### src/rtl/ttx_dehammer.sv
module ttx_dehammer #(
  parameter int PKT_BYTES = 42,
  parameter int HDR_LAST  = 10,
  parameter int SVC_LAST  = 23,
  parameter int EXT_LAST  = 3,
  parameter int TEXT_ROWS = 25,
  parameter int SVC_ROW   = 30,
  localparam int IW = $clog2(PKT_BYTES + 1)
) (
  input  logic          clk,
  input  logic          rst_n,
  input  logic          in_valid,
  input  logic          in_sop,
  input  logic [7:0]    in_byte,
  output logic          out_valid,
  output logic [7:0]    out_byte,
  output logic          out_dehammed,
  output logic          out_hamerr,
  output logic [IW-1:0] out_idx,
  output logic [2:0]    out_class,
  output logic          out_last
);

  localparam logic [2:0] C_NONE = 3'd0, C_HDR = 3'd1, C_TXT = 3'd2,
                         C_EXT  = 3'd3, C_F1  = 3'd4, C_F2  = 3'd5;
  localparam logic [IW-1:0] LEN   = IW'(PKT_BYTES);
  localparam logic [IW-1:0] L_HDR = IW'(HDR_LAST);
  localparam logic [IW-1:0] L_SVC = IW'(SVC_LAST);
  localparam logic [IW-1:0] L_EXT = IW'(EXT_LAST);
  localparam logic [IW-1:0] L_TXT = IW'(2);
  localparam logic [4:0]    R_TXT = 5'(TEXT_ROWS);
  localparam logic [4:0]    R_SVC = 5'(SVC_ROW);

  function automatic logic [4:0] ham84(input logic [7:0] b);
    logic [2:0] bad;
    logic [3:0] n;
    logic       e;
    bad = {~(b[1] ^ b[3] ^ b[4] ^ b[5]),
           ~(b[1] ^ b[2] ^ b[3] ^ b[7]),
           ~(b[0] ^ b[1] ^ b[5] ^ b[7])};
    n = {b[7], b[5], b[3], b[1]};
    e = 1'b0;
    if (!(^b)) begin
      case (bad)
        3'b111:  n[0] = ~n[0];
        3'b110:  n[1] = ~n[1];
        3'b101:  n[2] = ~n[2];
        3'b011:  n[3] = ~n[3];
        default: ;
      endcase
    end else begin
      e = (bad != 3'b000);
    end
    return {e, n};
  endfunction

  logic [IW-1:0] cnt;
  logic          mag3;
  logic [4:0]    row_q;
  logic [2:0]    cls_q, cls_cur;
  logic [IW-1:0] lim;

  wire [4:0]    hd     = ham84(in_byte);
  wire [4:0]    row_now = {hd[3:0], mag3};
  wire          take   = in_valid && (in_sop || (cnt != '0 && cnt < LEN));
  wire [IW-1:0] idx    = in_sop ? IW'(1) : cnt + 1'b1;
  wire          deham  = idx <= lim;

  always_comb begin
    if (idx == IW'(1))
      cls_cur = C_NONE;
    else if (idx == IW'(2))
      cls_cur = (row_now == 5'd0) ? C_HDR : (row_now <= R_TXT) ? C_TXT : C_EXT;
    else if (idx == IW'(3) && row_q == R_SVC && hd[3:2] == 2'b00)
      cls_cur = hd[1] ? C_F2 : C_F1;
    else
      cls_cur = cls_q;
  end

  always_comb begin
    case (cls_cur)
      C_HDR:      lim = L_HDR;
      C_EXT:      lim = L_EXT;
      C_F1, C_F2: lim = L_SVC;
      default:    lim = L_TXT;
    endcase
  end

  always_ff @(posedge clk) begin
    if (!rst_n) begin
      cnt          <= '0;
      mag3         <= 1'b0;
      row_q        <= '0;
      cls_q        <= C_NONE;
      out_valid    <= 1'b0;
      out_byte     <= '0;
      out_dehammed <= 1'b0;
      out_hamerr   <= 1'b0;
      out_idx      <= '0;
      out_class    <= C_NONE;
    end else begin
      out_valid <= take;
      if (take) begin
        cnt <= idx;
        if (idx == IW'(1)) mag3  <= hd[3];
        if (idx == IW'(2)) row_q <= row_now;
        cls_q        <= cls_cur;
        out_byte     <= deham ? {4'b0000, hd[3:0]} : in_byte;
        out_dehammed <= deham;
        out_hamerr   <= deham & hd[4];
        out_idx      <= idx;
        out_class    <= cls_cur;
      end
    end
  end

  assign out_last = out_valid && out_idx == LEN;

  logic [IW-1:0] prev_idx;
  logic [2:0]    prev_cls;
  always_ff @(posedge clk) begin
    if (!rst_n) begin
      prev_idx <= '0;
      prev_cls <= C_NONE;
    end else if (out_valid) begin
      prev_idx <= out_idx;
      prev_cls <= out_class;
    end
  end

  a_r1_idx_step: assert property (@(posedge clk) disable iff (!rst_n)
    out_valid && out_idx != IW'(1) |-> out_idx == prev_idx + 1'b1);
  a_r1_idx_range: assert property (@(posedge clk) disable iff (!rst_n)
    out_valid |-> out_idx != '0 && out_idx <= LEN);
  a_r4_lead_decoded: assert property (@(posedge clk) disable iff (!rst_n)
    out_valid && out_idx <= IW'(2) |-> out_dehammed);
  a_r2_nibble_form: assert property (@(posedge clk) disable iff (!rst_n)
    out_valid && out_dehammed |-> out_byte[7:4] == 4'b0000);
  a_r11_raw_clean: assert property (@(posedge clk) disable iff (!rst_n)
    out_valid && !out_dehammed |-> !out_hamerr);
  a_r9_class_hold: assert property (@(posedge clk) disable iff (!rst_n)
    out_valid && out_idx > IW'(3) |-> out_class == prev_cls);
  a_r5_header_span: assert property (@(posedge clk) disable iff (!rst_n)
    out_valid && out_class == C_HDR |-> out_dehammed == (out_idx <= L_HDR));
  a_r6_text_span: assert property (@(posedge clk) disable iff (!rst_n)
    out_valid && out_class == C_TXT |-> out_dehammed == (out_idx <= L_TXT));
  a_r7_svc_span: assert property (@(posedge clk) disable iff (!rst_n)
    out_valid && (out_class == C_F1 || out_class == C_F2) |-> out_dehammed == (out_idx <= L_SVC));
  a_r8_ext_span: assert property (@(posedge clk) disable iff (!rst_n)
    out_valid && out_class == C_EXT && out_idx > IW'(2) |-> out_dehammed == (out_idx <= L_EXT));

endmodule

### config.mk
export PLATFORM = sky130hd
export DESIGN_NAME = ttx_dehammer
export DESIGN_NICKNAME = d
export VERILOG_FILES = /design/src/rtl/ttx_dehammer.sv
export SDC_FILE = /design/constraint.sdc
export NUM_CORES = 1
export LEC_CHECK = 0
export ABC_AREA = 1
export BUFFER_PORTS_ARGS = -buffer_cell sky130_fd_sc_hd__buf_2
export CORE_ASPECT_RATIO = 1.2
export CORE_MARGIN = 2
export CORE_UTILIZATION = 60
export DETAILED_ROUTE_END_ITERATION = 16
export GPL_TIMING_DRIVEN = 0
export PLACE_DENSITY_LB_ADDON = 0.25
export RECOVER_POWER = 100
export SYNTH_ARGS = -nofsm -noshare
export SYNTH_HDL_FRONTEND = slang
export SYNTH_SLANG_ARGS = --single-unit
### constraint.sdc
create_clock -name clk -period 6.8 [get_ports clk]
set_clock_uncertainty 0.15 [all_clocks]
set_input_delay 0.68 -clock clk [delete_from_list [all_inputs] [get_ports clk]]
set_output_delay 0.68 -clock clk [all_outputs]
set_load 0.005 [all_outputs]
# Yosys cells after proc, flatten, opt, wreduce, memory -nomap -nowiden
# Index checks and enable logic that the tools add are counted.
dict set report op_classes {
  add_sub_neg 1
  magnitude_cmp 3
  eq_ne 13
  n_mux 15
  bitwise_logic 17
  n_reduce_logical 14
}
# cell count
set ops {}
lappend ops {{== test 3 bit (second input constant)} 5}
lappend ops {{case mux 5 bit (3 select lines)} 1}
lappend ops {{== test 6 x 2 -> 1 bit (second input constant)} 2}
lappend ops {{two-way mux 3 bit} 3}
lappend ops {{XOR 1 bit} 9}
lappend ops {{two-way mux 8 bit} 1}
lappend ops {{XOR reduction 8 bit} 1}
lappend ops {{two-way mux 1 bit} 7}
lappend ops {{inverter 1 bit} 7}
lappend ops {{adder 6 x 1 -> 6 bit (second input constant)} 1}
lappend ops {{== test 3 x 2 -> 1 bit (second input constant)} 2}
lappend ops {{== test 6 x 1 -> 1 bit (second input constant)} 1}
lappend ops {{== test 6 bit (second input constant)} 1}
lappend ops {{less-or-equal comparator 6 bit} 1}
lappend ops {{< comparator 6 bit (second input constant)} 1}
lappend ops {{two-way mux 6 bit} 1}
lappend ops {{nonzero test 6 bit} 1}
lappend ops {{== test 5 bit (second input constant)} 1}
lappend ops {{less-or-equal comparator 5 bit (second input constant)} 1}
lappend ops {{logical AND 1 bit} 5}
lappend ops {{zero test 5 bit} 1}
lappend ops {{two-way mux 4 bit} 1}
lappend ops {{AND reduction 2 bit} 2}
lappend ops {{== test 3 x 1 -> 1 bit (second input constant)} 1}
lappend ops {{6 further kinds} 6}
dict set report totals {
  ff_bits 26
  in_bits 12
  out_inout_bits 21
  word_cells 71
}

# Longest topological paths before layout
dict set report logic_depth {
  depth_word 17
  mapped_depth 30
  mapped_depth_nobuf 28
}

# Least setup slack after synthesis
# Ideal clock, no wire load.
dict set report synth_timing {
  path_type {input port to flip-flop}
  start {in in_byte[7]}
  end {reg out_byte[2]}
  setup_ns 0.072
  arrival_ns 3.162
  t_required_ns 6.578
  path_slack_ns 3.415
  stages 26
  n_path_buf 2
  path_cell_list {buf_4 > inv_2 > nand2_1 > nand2_1 > nand2_2 > inv_2 > nor2_4 > nor2_1 > nand3_1 > nand2_2 > nand2_2 > nor2_2 > nand2_1 > nand3_1 > nand3_2 > nand3b_1 > ha_1 > nand2_1 > o21ai_0 > nand2_1 > nand2_1 > clkbuf_1 > nand2_1 > o21ai_0 > nand2_1 > a21oi_1}
}
dict set report synth_via {
  elab_chain_cells 15
  word_cells_on_any_way 33
  classes_between {order compare (2); eq/ne (8); mux (13); bitwise (5); reduce/logical (5)}
}
# item line_no
set synth_rtl {}
lappend synth_rtl {{start: declaration} 14} ;# input logic [7:0] in_byte,
lappend synth_rtl {{XOR 1 bit, on equally long branches} {40, 39}}
lappend synth_rtl {{inverter 1 bit, on equally long branches} {40, 39}}
lappend synth_rtl {{== test 3 bit / == test 3 x 2 -> 1 bit (equally long branches)} 44} ;# case (bad)
lappend synth_rtl {{two-way mux 1 bit} 44}
lappend synth_rtl {{two-way mux 4 bit *} 43} ;# if (!(^b)) begin
lappend synth_rtl {{less-or-equal comparator 5 bit / zero test 2 bit (equally long branches)} {73, 74}}
lappend synth_rtl {{two-way mux 1 bit / logical AND 1 bit (equally long branches)} {73, 74}}
lappend synth_rtl {{two-way mux 2 bit / two-way mux 3 bit (equally long branches)} {73, 74}}
lappend synth_rtl {{two-way mux 3 bit} 72} ;# else if (idx == IW'(2))
lappend synth_rtl {{two-way mux 3 bit} 70} ;# if (idx == IW'(1))
lappend synth_rtl {{== test 3 bit} 81} ;# case (cls_cur)
lappend synth_rtl {{OR reduction 2 bit} 81}
lappend synth_rtl {{case mux 5 bit (3 select lines)} 81}
lappend synth_rtl {{less-or-equal comparator 6 bit} 67} ;# wire deham = idx <= lim;
lappend synth_rtl {{two-way mux 8 bit *} 108} ;# out_byte <= deham ? {4'b0000, hd[3:0]} : in_byte;
lappend synth_rtl {{end signal: assignment} 108}
lappend synth_rtl {{end: declaration} 16} ;# output logic [7:0] out_byte,
# Every way passes the cells marked *; elsewhere a longest branch is shown, timed or not.
# A chain may end at the register's enable or synchronous reset.

# Worst setup path in the final report
dict set report layout_timing {
  start {reg cnt[1]}
  end {reg out_byte[3]}
}
dict set report layout_via {
  elab_chain_cells 13
  word_cells_on_any_way 23
  classes_between {add/sub (1); order compare (2); eq/ne (7); mux (6); reduce/logical (7)}
}
# item line_no
set layout_rtl {}
lappend layout_rtl {{start: declaration} 57} ;# logic [IW-1:0] cnt;
lappend layout_rtl {{start signal: assignment} 104} ;# cnt <= idx;
lappend layout_rtl {{adder 6 x 1 -> 6 bit} 66} ;# wire [IW-1:0] idx = in_sop ? IW'(1) : cnt + 1'b1;
lappend layout_rtl {{two-way mux 6 bit} 66}
lappend layout_rtl {{== test 6 x 2 -> 1 bit} 74} ;# else if (idx == IW'(3) && row_q == R_SVC && hd[3:2] == 2'b00)
lappend layout_rtl {{logical AND 1 bit (2 in a row)} 74}
lappend layout_rtl {{two-way mux 3 bit} 74}
lappend layout_rtl {{two-way mux 3 bit} 72}
lappend layout_rtl {{two-way mux 3 bit} 70}
lappend layout_rtl {{== test 3 bit} 81}
lappend layout_rtl {{OR reduction 2 bit} 81}
lappend layout_rtl {{case mux 5 bit (3 select lines)} 81}
lappend layout_rtl {{less-or-equal comparator 6 bit} 67}
lappend layout_rtl {{two-way mux 8 bit} 108}
# Parallel ways exist; a longest one is shown, timed or not.

==> flow_summary.yaml <==
pwr:
  p_int_mw: 0.232
  power_density_mw_per_mm2: 183
  clkPwrFrac: 0.177
  switching_share: 0.373
  ir_drop_v: 0.000110
  p_comb_frac: 0.351
  p_leak_nw: 0.968
  p_seq_frac: 0.472
  p_sw_mw: 0.138
global_route:
  grt_max_degree: 14
  antenna_found_initial: 0
  grt_pass1_vias: 1745
  grt_pass1_wl_um: 7170
  grt.overflow.total: 0
  grt_use_total: 0.269
drt:
  post_drt_wl_per_cell_um: 12.1
  drt_iter0_drc: 54
  antenna_left: 0
  routed_wl_um: 4170
  vias_per_cell: 5.60
  route.detailed.drc: 0
  vias: 1931
  detailedRoute.firstPassIterationCount: 4
final_layout:
  nNetsFinal: 332
  final_common_cell: "nand2_1"
  antennaDiodeCount: 0
  final_cell_mix: "nand2_1 (69), dfxtp_1 (26), inv_1 (25)"
  area_growth_pct: 10.5
  postLayoutCoreUtil: 0.706
  drive_above_1_share: 0.170
  fin_cells: 345
timing:
  worst_slew_pin_slew_ns: 0.483
  fmax_mhz: 258
  hold_viol: 0
  finalSetupTns_ns: 0
  period_needed_ns: 3.88
  slew_headroom: 0.677
  grt_setup_unrepaired: "no"
  hold_ws_ns: 0.316
  setup_ws_ns: 2.92
  maxSlewViolCount: 0
  post-route-period-util: 0.571
  setup_viol: 0
synthesis:
  syn_nets: 297
  synthCells: 278
  seq_area_frac_synth: 0.284
  avgSynthCellArea_sq_um: 6.59
  yosys_warnings: 0
  synth_cell_types: 32
  synth.cell_area_sq_mm: 0.00183
  synth-seq-cells: 26
worst_setup_path:
  max_stage_delay_ns: 0.48
  cpMaxStageDelayCell: "dfxtp_1"
  crit_type: "register to register"
  ff2ff_path_depth: 23
  worstSetupEndpointType: "register"
  cp_max_fo: 10
  cp_num_buf_inv: 5
  cpLargestDelayFamily: "simple AND/OR/NAND/NOR gates"
  crit_chain: "inv_1 > ha_1 > inv_1 > nor2_1 > inv_1 > nor3_1 > nand4_1 > nor3_1 > nand3_2 > nand2_1 > nand3_1 > nor2_1 > inv_1 > ha_1 > a31oi_1 > o21ai_0 > nand2_1 > nand2_1 > clkbuf_1 > nand2_1 > o21ai_0 > nand2_1 > a21oi_1"
  start_kind: "register"
  cp_data_arrival_time_ns: 3.99
  critPathMostFrequentCell: "nand2_1"
  crit_required_ns: 6.91
  cp_num_cells: 23
die:
  die_w_um: 54.4
  fp-row-count: 21
  die_area_sq_mm: 0.00351
  die_y_um: 64.5
  initial_core_util: 0.640
  core_area_sq_mm: 0.00286
  pin_count: 33
place:
  gp_congestion: 0.774
  placed_cells: 342
  hpwl_um: 3290
  place_ws_ns: 2.95
  port_buffers: 30
cts:
  cts.sinks: 26
  numCtsBuffers: 3
  clkTransAtPathRegs_ns: 0.14
  cts_buffer_depth: 2
  cts_hold_buf: 0
  post_cts_resize_count: 0
  cts_tree: "built"
  clkLatencyLatePin_ns: 0.32
  h-tree-depth: 1
  cts-root-buf: "clkbuf_4"
  cts_setup_buffers: 0
run_status:
  status: "finished, final reports clean"
run:
  maxCapViolCount: 0
hold_path:
  hp-class: "register to register"
  min_path_cells: 2
Yosys cell counts:
cell type  instances  area share
xnor2_2            1      0.0089
nor3_1             3      0.0082
o21bai_1           1      0.0041
o221ai_1           1      0.0048
o21ai_0           21       0.057
a211oi_1           1      0.0041
o21ai_1            1      0.0027
xor2_1             2      0.0096
nand4_1            8       0.027
a31oi_1            1      0.0034
nand3_2            4       0.022
buf_4              1      0.0041
or2_1              1      0.0034
ha_1               7       0.048
nand2_4            3       0.018
nand2_1           68        0.14
nand3b_1           1      0.0041
a21oi_1           24       0.066
nor2_1            20       0.041
dfxtp_1           26        0.28
inv_2              8       0.016
clkbuf_1           6       0.012
nor2_4             3       0.018
nand2_2            9       0.031
xnor2_4            1       0.015
clkinv_1           1      0.0020
nor2_2             4       0.014
inv_1             25       0.051
nand3_1           21       0.057
nor4_1             1      0.0034
a221oi_1           2      0.0096
xnor2_1            2      0.0096
layout make-up:
cell class	count	area, sq um
flip-flops and latches	26	520
well taps	34	42.5
repair buffers	30	139
fillers	267	841
multi-input cells	211	1140
plain buffers	7	30.0
clock buffers	3	22.5
inverters	34	128
flip-flops by register name, summed over array words and instances, names as in the netlist:
name          count
cls_q             3
cnt               6
mag3              1
out_byte          8
out_dehammed      1
out_hamerr        1
out_valid         1
row_q             5
per-stage QoR:
stage	area (sq um)	power [mW]
after global placement	2020	0.306
after floorplan	1830	0.272
final	2020	0.371
after CTS	2050	0.372
after global routing	2020	0.397
after detailed placement	2020	0.310
per-layer routing:
| metal | routed length (um) | global-route usage |
|---|---|---|
| met1 | 1780 | 0.297 |
| met2 | 2110 | 0.488 |
| met3 | 164 | 0.0346 |
| met4 | 116 | 0.119 |
| met5 | 0 | 0 |
worst paths after layout:
check / startpoint / endpoint / slack, ns
max: cnt[1] / out_byte[3] / 2.92
min: out_byte[6] / out_byte[6] / 0.32
max reg2reg: cnt[1] / out_byte[3] / 2.92
min reg2reg: out_byte[6] / out_byte[6] / 0.32
worst reg2reg max path, stage by stage (launching register included):
cell	delay, ns
dfxtp_1	0.48
inv_1	0.09
ha_1	0.28
inv_1	0.04
nor2_1	0.18
inv_1	0.13
nor3_1	0.14
nand4_1	0.10
nor3_1	0.29
nand3_2	0.14
nand2_1	0.09
nand3_1	0.09
nor2_1	0.14
inv_1	0.08
ha_1	0.30
a31oi_1	0.09
o21ai_0	0.15
nand2_1	0.07
nand2_1	0.08
clkbuf_1	0.33
nand2_1	0.09
o21ai_0	0.09
nand2_1	0.07
a21oi_1	0.13
cell families (layout without fill, tap and decap cells):
group / Yosys count / count (layout) / share of synthesized area
xor gates and xnor gates: 6 / 6 / 0.0430
adders and majority gates: 7 / 7 / 0.0478
DFF: 26 / 26 / 0.284
AOI/OAI and AO/OA: 52 / 52 / 0.152
and+or+nand+nor: 146 / 146 / 0.387
buffers and inverters: 41 / 74 / 0.0861
power by group through the flow:
stage          clock, mW  sequential (mW)  combinational [mW]
2_1_floorplan          0            0.178              0.0941
3_3_place_gp           0            0.178               0.129
3_5_place_dp           0            0.178               0.132
4_1_cts           0.0647            0.175               0.132
5_1_grt           0.0719            0.177               0.148
6_report          0.0657            0.175               0.130
No activity file was read; power rests on OpenSTA's default activity.
